`src/rtl/baud_gen_pkg.sv`:
```
package baud_gen_pkg;

   // field layout inside the control register (a software-visible contract)
   localparam int CFG_W      = 8;
   localparam int PS_SEL_W   = 2;
   localparam int PS_LSB     = 4;
   localparam int RATE_SEL_W = 3;
   localparam int RATE_LSB   = 0;

   // largest prescaler divisor and the width needed to hold it
   localparam int PS_MAX_DIV = 13;
   localparam int PS_DIV_W   = $clog2(PS_MAX_DIV + 1);

   typedef struct packed {
      logic [PS_SEL_W-1:0]   ps_sel;
      logic [RATE_SEL_W-1:0] rate_sel;
   } baud_cfg_t;

   // irregular prescaler divisor set
   function automatic logic [PS_DIV_W-1:0] ps_divisor(input logic [PS_SEL_W-1:0] code);
      logic [PS_DIV_W-1:0] d;
      case (code)
         2'd0:    d = PS_DIV_W'(1);
         2'd1:    d = PS_DIV_W'(3);
         2'd2:    d = PS_DIV_W'(4);
         default: d = PS_DIV_W'(13);
      endcase
      return d;
   endfunction

endpackage

```
`src/rtl/baud_cfg_reg.sv`:
```
module baud_cfg_reg
   import baud_gen_pkg::*;
#(
   parameter int                 ADDR_W   = 8,
   parameter logic [ADDR_W-1:0]  REG_ADDR = 8'h3E
)(
   input  logic              clk,
   input  logic              rst_n,
   input  logic [ADDR_W-1:0] bus_addr,
   input  logic              bus_we,
   input  logic [CFG_W-1:0]  bus_wdata,
   output logic [CFG_W-1:0]  bus_rdata,
   output baud_cfg_t         cfg,
   output logic              restart
);

   logic hit;
   logic unused_rsvd;

   assign hit         = (bus_addr == REG_ADDR);
   assign restart     = hit && bus_we;
   assign unused_rsvd = ^{bus_wdata[7:6], bus_wdata[3]};

   always_ff @(posedge clk) begin
      if (!rst_n) begin
         cfg <= '0;
      end else if (restart) begin
         cfg.ps_sel   <= bus_wdata[PS_LSB +: PS_SEL_W];
         cfg.rate_sel <= bus_wdata[RATE_LSB +: RATE_SEL_W];
      end
   end

   always_comb begin
      bus_rdata = '0;
      if (hit) begin
         bus_rdata[PS_LSB +: PS_SEL_W]     = cfg.ps_sel;
         bus_rdata[RATE_LSB +: RATE_SEL_W] = cfg.rate_sel;
      end
   end

endmodule

```
`src/rtl/baud_ctr_stage.sv`:
```
// Enable-driven modulo counter with a run-time divisor (1..MAX_DIV).
module baud_ctr_stage #(
   parameter int MAX_DIV = 16,
   localparam int DIV_W  = $clog2(MAX_DIV + 1)
)(
   input  logic             clk,
   input  logic             rst_n,
   input  logic             clr,
   input  logic             en,
   input  logic [DIV_W-1:0] div,
   output logic             tick
);

   if (MAX_DIV < 1) begin : g_bad_max
      $error("baud_ctr_stage: MAX_DIV must be at least 1");
   end

   logic [DIV_W-1:0] cnt;
   logic [DIV_W-1:0] last;
   logic             wrap;

   assign last = div - DIV_W'(1);
   assign wrap = (cnt == last);
   assign tick = en && wrap;

   always_ff @(posedge clk) begin
      if (!rst_n)      cnt <= '0;
      else if (clr)    cnt <= '0;
      else if (en)     cnt <= wrap ? '0 : cnt + DIV_W'(1);
   end

endmodule

```
`src/rtl/baud_rate_stage.sv`:
```
// Binary divider by 2**sel: a free-running counter whose low sel bits
// are compared against all ones, so no divisor subtraction is needed.
module baud_rate_stage #(
   parameter int SEL_W  = 3,
   localparam int CNT_W = (1 << SEL_W) - 1
)(
   input  logic             clk,
   input  logic             rst_n,
   input  logic             clr,
   input  logic             en,
   input  logic [SEL_W-1:0] sel,
   output logic             tick
);

   if (SEL_W < 1 || SEL_W > 5) begin : g_bad_sel
      $error("baud_rate_stage: SEL_W must be 1..5");
   end

   logic [CNT_W-1:0] cnt;
   logic [CNT_W-1:0] mask;

   assign mask = ~({CNT_W{1'b1}} << sel);
   assign tick = en && ((cnt & mask) == mask);

   always_ff @(posedge clk) begin
      if (!rst_n)      cnt <= '0;
      else if (clr)    cnt <= '0;
      else if (en)     cnt <= cnt + CNT_W'(1);
   end

endmodule

```
`src/rtl/baud_gen.sv`:
```
module baud_gen
   import baud_gen_pkg::*;
#(
   parameter int                ADDR_W     = 8,
   parameter logic [ADDR_W-1:0] REG_ADDR   = 8'h3E,
   parameter int                PRE_DIV    = 4,
   parameter int                OVERSAMPLE = 16
)(
   input  logic              clk,
   input  logic              rst_n,
   input  logic [ADDR_W-1:0] bus_addr,
   input  logic              bus_we,
   input  logic [7:0]        bus_wdata,
   output logic [7:0]        bus_rdata,
   output logic              rx_tick,
   output logic              tx_tick
);

   localparam int PRE_DW = $clog2(PRE_DIV + 1);
   localparam int OS_DW  = $clog2(OVERSAMPLE + 1);

   if (ADDR_W < 1) begin : g_bad_addr
      $error("baud_gen: ADDR_W must be positive");
   end
   if (REG_ADDR == '0) begin : g_bad_reg
      $error("baud_gen: REG_ADDR needs a data register address below it");
   end
   if (PRE_DIV < 1) begin : g_bad_pre
      $error("baud_gen: PRE_DIV must be at least 1");
   end
   if (OVERSAMPLE < 2) begin : g_bad_os
      $error("baud_gen: OVERSAMPLE must be at least 2");
   end

   baud_cfg_t           cfg;
   logic                restart;
   logic [1:0]          ps_sel;
   logic [2:0]          rate_sel;
   logic [PS_DIV_W-1:0] ps_div;
   logic                pre_tick;
   logic                ps_tick;

   assign ps_sel   = cfg.ps_sel;
   assign rate_sel = cfg.rate_sel;
   assign ps_div   = ps_divisor(cfg.ps_sel);

   baud_cfg_reg #(
      .ADDR_W   (ADDR_W),
      .REG_ADDR (REG_ADDR)
   ) u_cfg (
      .clk       (clk),
      .rst_n     (rst_n),
      .bus_addr  (bus_addr),
      .bus_we    (bus_we),
      .bus_wdata (bus_wdata),
      .bus_rdata (bus_rdata),
      .cfg       (cfg),
      .restart   (restart)
   );

   // fixed front divider; vanishes when PRE_DIV is 1
   if (PRE_DIV == 1) begin : g_pre_bypass
      assign pre_tick = 1'b1;
   end else begin : g_pre_div
      baud_ctr_stage #(.MAX_DIV(PRE_DIV)) u_pre (
         .clk   (clk),
         .rst_n (rst_n),
         .clr   (restart),
         .en    (1'b1),
         .div   (PRE_DW'(PRE_DIV)),
         .tick  (pre_tick)
      );
   end

   baud_ctr_stage #(.MAX_DIV(PS_MAX_DIV)) u_ps (
      .clk   (clk),
      .rst_n (rst_n),
      .clr   (restart),
      .en    (pre_tick),
      .div   (ps_div),
      .tick  (ps_tick)
   );

   baud_rate_stage #(.SEL_W(RATE_SEL_W)) u_rate (
      .clk   (clk),
      .rst_n (rst_n),
      .clr   (restart),
      .en    (ps_tick),
      .sel   (cfg.rate_sel),
      .tick  (rx_tick)
   );

   baud_ctr_stage #(.MAX_DIV(OVERSAMPLE)) u_os (
      .clk   (clk),
      .rst_n (rst_n),
      .clr   (restart),
      .en    (rx_tick),
      .div   (OS_DW'(OVERSAMPLE)),
      .tick  (tx_tick)
   );

endmodule

```
`config.mk`:
```
export PLATFORM = sky130hd
export DESIGN_NAME = baud_gen
export DESIGN_NICKNAME = d
export VERILOG_FILES = /design/src/rtl/baud_gen_pkg.sv /design/src/rtl/baud_cfg_reg.sv /design/src/rtl/baud_ctr_stage.sv /design/src/rtl/baud_rate_stage.sv /design/src/rtl/baud_gen.sv
export SDC_FILE = /design/constraint.sdc
export NUM_CORES = 1
export LEC_CHECK = 0
export BUFFER_PORTS_ARGS = -buffer_cell sky130_fd_sc_hd__buf_2
export CAP_MARGIN = 40
export CORE_ASPECT_RATIO = 0.6
export CORE_UTILIZATION = 30
export CTS_CLUSTER_SIZE = 12
export DETAILED_ROUTE_END_ITERATION = 8
export SLEW_MARGIN = 10
export SYNTH_ARGS = -nofsm -noshare
export SYNTH_HDL_FRONTEND = slang
export SYNTH_SLANG_ARGS = --single-unit
```
`constraint.sdc`:
```
create_clock -name clk -period 2.7 [get_ports clk]
set_input_delay 0 -clock clk [delete_from_list [all_inputs] [get_ports clk]]
set_output_delay 0 -clock clk [all_outputs]
set_load 0.01 [all_outputs]
```
==> Yosys cells after proc, flatten, opt, wreduce, memory -nomap -nowiden <==
Cells that the tools add are included.
{ "word_totals": {"n_memories": 0, "rom_bits": 0, "latchBits": 0, "word_cells": 34, "ram_bits": 0, "output_inout_bits": 10, "register_bits": 24, "in_bits": 19} }
{ "op_classes": {"n_reduce_logical": 7, "bitwise_logic": 3, "n_shift": 1, "eq_ne": 7, "n_mul": 0, "mux": 5, "magnitude_cmp": 0, "addsub": 5, "n_div": 0} }
{ "ops": {"columns": ["op", "count"], "rows": [
  ["4-bit one-hot mux with 3 select lines", 1],
  ["8-bit by 6-bit equality test with 1-bit output, second input constant", 1],
  ["7-bit by 1-bit adder with 7-bit output, second input constant", 1],
  ["7-bit bitwise AND", 1],
  ["7-bit equality test", 1],
  ["7-bit inverter", 1],
  ["7-bit by 3-bit << shifter with 7-bit output, first input constant", 1],
  ["5-bit by 1-bit adder with 5-bit output, second input constant", 1],
  ["5-bit by 4-bit equality test with 1-bit output, second input constant", 1],
  ["5-bit two-way mux", 1],
  ["4-bit by 1-bit adder with 4-bit output, second input constant", 1],
  ["4-bit equality test", 1],
  ["1-bit logical AND", 4],
  ["4-bit two-way mux", 1],
  ["4-bit by 1-bit subtractor with 4-bit output, second input constant", 1],
  ["3-bit by 1-bit adder with 3-bit output, second input constant", 1],
  ["3-bit by 2-bit equality test with 1-bit output, second input constant", 1],
  ["3-bit two-way mux", 1],
  ["3-bit OR reduction", 1],
  ["2-bit by 1-bit equality test with 1-bit output, second input constant", 1],
  ["2-bit equality test, second input constant", 1],
  ["2-bit zero test", 1],
  ["2-bit two-way mux", 1],
  ["2-bit OR reduction", 1],
  ["1-bit inverter", 1]
]} }

==> Depth between registers and ports, before layout <==
{ "depth": {"word_depth": 7, "depth_mapped": 8, "mapped_depth_nobuf": 7} }

==> By module <==
Synthesis repeated with hierarchy kept, for this count alone.
{ "unflattened": {"cells_unflattened": 174, "hier_area_um2": 1529.0} }
{ "by_module_without_submodules": {"columns": ["mod", "cells_per_inst", "area_each_um2", "instances"], "rows": [
  ["baud_ctr_stage (u_os)", 45, 362.8, 1],
  ["baud_rate_stage", 41, 347.8, 1],
  ["baud_cfg_reg", 36, 300.3, 1],
  ["baud_ctr_stage (u_ps)", 27, 276.5, 1],
  ["baud_ctr_stage (g_pre_div.u_pre)", 19, 211.5, 1],
  ["baud_gen", 6, 30.0, 1]
]} }

==> Least setup slack after synthesis <==
No wires, ideal clock.
{ "synth_path": {"path_type": "register -> register", "startpoint": "register, netlist name u_cfg.cfg[3]", "endpoint": "register u_os.cnt[2]", "n_path_buf": 0, "setup_slack_ns": 0.751, "setup_time_ns": 0.121, "period_less_slack_ns": 1.949, "t_arrival_ns": 1.828, "path_stages_with_launch": 8, "cell_sequence": "dfxtp_1 -> inv_1 -> ha_1 -> xnor2_1 -> nor4_4 -> and2_1 -> and3_1 -> mux2_2"} }
{ "synth_between": {"elab_chain_len": 6, "word_cells_on_any_way": 8, "classes_between": "add/sub (1); eq/ne (3); mux (1); reduce/logical (3)"} }
{ "synth_rtl": {"columns": ["item", "line", "rtl"], "rows": [
  ["2-bit equality test (tied with other cells)", "baud_gen_pkg.sv:22", "case (code)"],
  ["4-bit one-hot mux with 3 select lines *", "baud_gen_pkg.sv:22", null],
  ["4-bit by 1-bit subtractor with 4-bit output *", "baud_ctr_stage.sv:22", "assign last = div - DIV_W'(1);"],
  ["4-bit equality test *", "baud_ctr_stage.sv:23", "assign wrap = (cnt == last);"],
  ["1-bit logical AND *", "baud_ctr_stage.sv:24", "assign tick = en && wrap;"],
  ["1-bit logical AND *", "baud_rate_stage.sv:23", "assign tick = en && ((cnt & mask) == mask);"],
  ["end signal: assignment", "baud_ctr_stage.sv:29", "else if (en) cnt <= wrap ? '0 : cnt + DIV_W'(1);"],
  ["end: declaration", "baud_ctr_stage.sv:18", "logic [DIV_W-1:0] cnt;"]
]} }
Mark *: on every way between the ends. The rest lies on a longest branch, timed or not.
A chain may end at the register's enable or synchronous reset.

==> Worst setup path after layout <==
{ "layout_path": {"startpoint": "register, netlist name u_cfg.cfg[3]", "endpoint": "output port tx_tick"} }
{ "layout_between": {"elab_chain_len": 7, "word_cells_on_any_way": 9, "classes_between": "add/sub (1); eq/ne (3); mux (1); reduce/logical (4)"} }
{ "layout_rtl": {"columns": ["item", "line", "rtl"], "rows": [
  ["2-bit equality test (tied with other cells)", "baud_gen_pkg.sv:22", null],
  ["4-bit one-hot mux with 3 select lines *", "baud_gen_pkg.sv:22", null],
  ["4-bit by 1-bit subtractor with 4-bit output *", "baud_ctr_stage.sv:22", null],
  ["4-bit equality test *", "baud_ctr_stage.sv:23", null],
  ["1-bit logical AND *", "baud_ctr_stage.sv:24", null],
  ["1-bit logical AND *", "baud_rate_stage.sv:23", null],
  ["1-bit logical AND *", "baud_ctr_stage.sv:24", null],
  ["end: declaration", "baud_gen.sv:16", "output logic tx_tick"]
]} }
Marked as above.

==> results.tsv <==
stage	metric	value	unit
critical_path	critical_path_arrival	2300	ps
sta	fin_ws	399.2	ps
critical_path	cp.required	2700	ps
sta	period_share	85.22	%
critical_path	cp_max_fo	5	
pwr	p_leak	0.0006770	µW
critical_path	setup.worst_path.start_class	flop	
floorplanning	fp.dieW	87.47	µm
pwr	ir_drop	0.0001688	V
yosys	ys_ff_latch	24	
sta	slew_headroom	55.38	%
yosys	muxShareOfSynthArea	1.618	%
yosys	synthTopCellsByArea	dfxtp_1 (37%), ha_1 (7.6%), xor2_1 (5.3%)	
placed_design	hpwl	2.045	mm
global_route	antenna_found_initial	0	
yosys	synth-edff-count	0	
sta	holdWs	9.576	ps
route	drc	0	
sta	grt_setup_unrepaired	no	
cts	cts_setup_buffers	0	
yosys	ys_seq_area_share	36.54	%
floorplanning	ios	29	
cts	cts_tree	built	
cts	clkSinkCount	24	
worst_hold_path	hp-class	input pin to flop	
finish	area_delta_synth_final	18.27	%
placed_design	gp_congestion	0.7816	
yosys	avgSynthCellArea	8.430	µm²
global_route	grt_pass1_wl	4.650	mm
route	detail_route.first_pass.iterations	4	
yosys	synth.top_cells.by_count	dfxtp_1 (24), nand2_1 (15), nor2_1 (14), nand3_1 (10)	
critical_path	end_kind	primary output	
cts	cts_resized	0	
route	num_vias	1092	
yosys	synth_flop_cell	dfxtp_1	
yosys	yosysMostFrequentCell	dfxtp_1	
cts	clk_latency	260	ps
yosys	ys_types	38	
route	routed_wl	2.727	mm
finish	fillers	443	
sta	period_needed	2301	ps
sta	hold_viol_final	0	
sta	max_freq	434.6	MHz
sta	setup_violations	0	
yosys	synth_area	1315	µm²
cts	clockRootBuffer	clkbuf_8	
route	drt_iter0_drc	51	
yosys	synthArstFlopShare	0	%
floorplanning	fp.dieH	53.29	µm
critical_path	cp_num_buf_inv	2	
cts	path_clk_slew	80	ps
critical_path	critPathMaxStageDelay	400	ps
finish	n_antenna_cell	0	
yosys	synth_xor_area_share	7.326	%
route	viasPerCell	4.550	
pwr	power_density	408.1	nW/µm²
status	run_status	finished, final reports clean	
sta	tightest_slew	665.3	ps
critical_path	crit_slowest_cell	dfxtp_1	
floorplanning	start_util	31.73	%
yosys	synth_area_leader_cell	dfxtp_1	
yosys	synth_compound_area_share	11.80	%
pwr	p_total	634.7	µW
cts	cts_made_buffers	3	
yosys	synth-simple-area-share	29.31	%
critical_path	crit_path_cell_trace	inv_1 > ha_1 > xnor2_1 > nor4_4 > and2_1 > nand2_1 > nor3_1 > buf_2	
global_route	overflow	0	
global_route	grt_max_degree	17	
placed_design	place_worst_setup_slack	583.2	ps
cts	clk_path_buf_depth	2	
global_route	grt_pass1_vias	954	
floorplanning	dieArea	4661	µm²
placed_design	portBuffers	22	
yosys	synth_warnings	0	
yosys	synth_fa_ha_area_share	7.612	%
yosys	synth_top_family_by_area	simple AND/OR/NAND/NOR gates	
cts	cts-hold-fix-buffers	3	
route	routedWlPerCell	11.36	µm
critical_path	path_class	flop to primary output	
yosys	synth_largest_type_area_fraction	36.54	%
route	ant_nets	0	
floorplanning	fp.coreArea	4144	µm²
sta	timing.setup.tns	0	ps
sta	drv_slew	0	
job	drv_cap	0	
cts	htreeDepth	1	
placed_design	dp.cells	234	
global_route	grt_usage	13.55	%
critical_path	path_delay_family	simple AND/OR/NAND/NOR gates	
finish	finalNonFillerCells	240	
finish	post_route_cells_drive_above_1_share	18.33	%
finish	final_nets	209	
sta	finClkSkew	3.455	ps
floorplanning	rows	18	
yosys	synthCells	156	
-- area by class of cell --
| type | instances | area, µm² | share of cell area, % |
|---|---|---|---|
| multi-input cells | 118 | 769.5 | 49.48 |
| flip-flops and latches | 24 | 480.5 | 30.89 |
| repair buffers | 28 | 162.7 | 10.46 |
| well taps | 60 | 75.07 | 4.827 |
| clock buffers | 3 | 41.29 | 2.655 |
| inverters | 7 | 26.28 | 1.689 |
-- state kept, by name, summed over array words and instances, names as in the netlist --
signal               count
g_pre_div.u_pre.cnt      3
u_cfg.cfg                5
u_os.cnt                 5
u_ps.cnt                 4
u_rate.cnt               7
-- per-layer routing --
metal | routed length (µm) | vias to the layer above | GRT usage [%]
li1 | - | 581 | -
met1 | 1552 | 476 | 20.33
met2 | 973 | 33 | 18.10
met3 | 196 | 2 | 4.680
met4 | 4 | 0 | 2.459
met5 | 0 | - | 0
-- metrics by stage --
stage               cell area (µm²)  utilization [%]
CTS                            1555            37.53
detailed placement             1484            35.81
finish                         1555            37.53
floorplan                      1323                -
global route                   1555            37.53
global placement               1484            35.81
-- cells in the final DEF, fill, tap and decap left out, types with 5 or more instances in the layout --
cell / instances
ha_1: 8
nor2_1: 14
nand2_1: 15
and2_1: 6
nand4_1: 5
o21ai_0: 5
inv_1: 7
nor3_1: 6
buf_2: 22
a21boi_0: 6
xor2_1: 8
nand3_1: 10
dfxtp_1: 24
-- tightest hold or removal path, cell delays in order --
cell and delay, ps:
buf_2 90, nand3_1 60, a21boi_0 70
-- worst paths after layout --
path                                             start                     end  slack (ps)  cells past startpoint
worst max-delay path                      u_cfg.cfg[3]                 tx_tick         400                      8
worst min-delay path                      bus_wdata[5]            u_cfg.cfg[4]          10                      3
worst max register to register            u_cfg.cfg[3]             u_os.cnt[3]         570                      7
worst min register to register  g_pre_div.u_pre.cnt[0]  g_pre_div.u_pre.cnt[0]         430                      1
-- power breakdown --
part	internal, µW	switching [µW]
Sequential	361	4.30
Clock	99.8	109
Combinational	27.6	32.7
Total	489	146
-- cell families after synthesis --
group | count (synthesis)
flip-flops | 24
AND/OR/NAND/NOR | 72
adder cells (fa/ha/maj) | 8
XOR/XNOR | 11
multiplexers | 2
AO/OA/AOI/OAI | 22
buffers and inverters | 16
other | 1
Note: power is estimated with default switching activity, not from simulation.
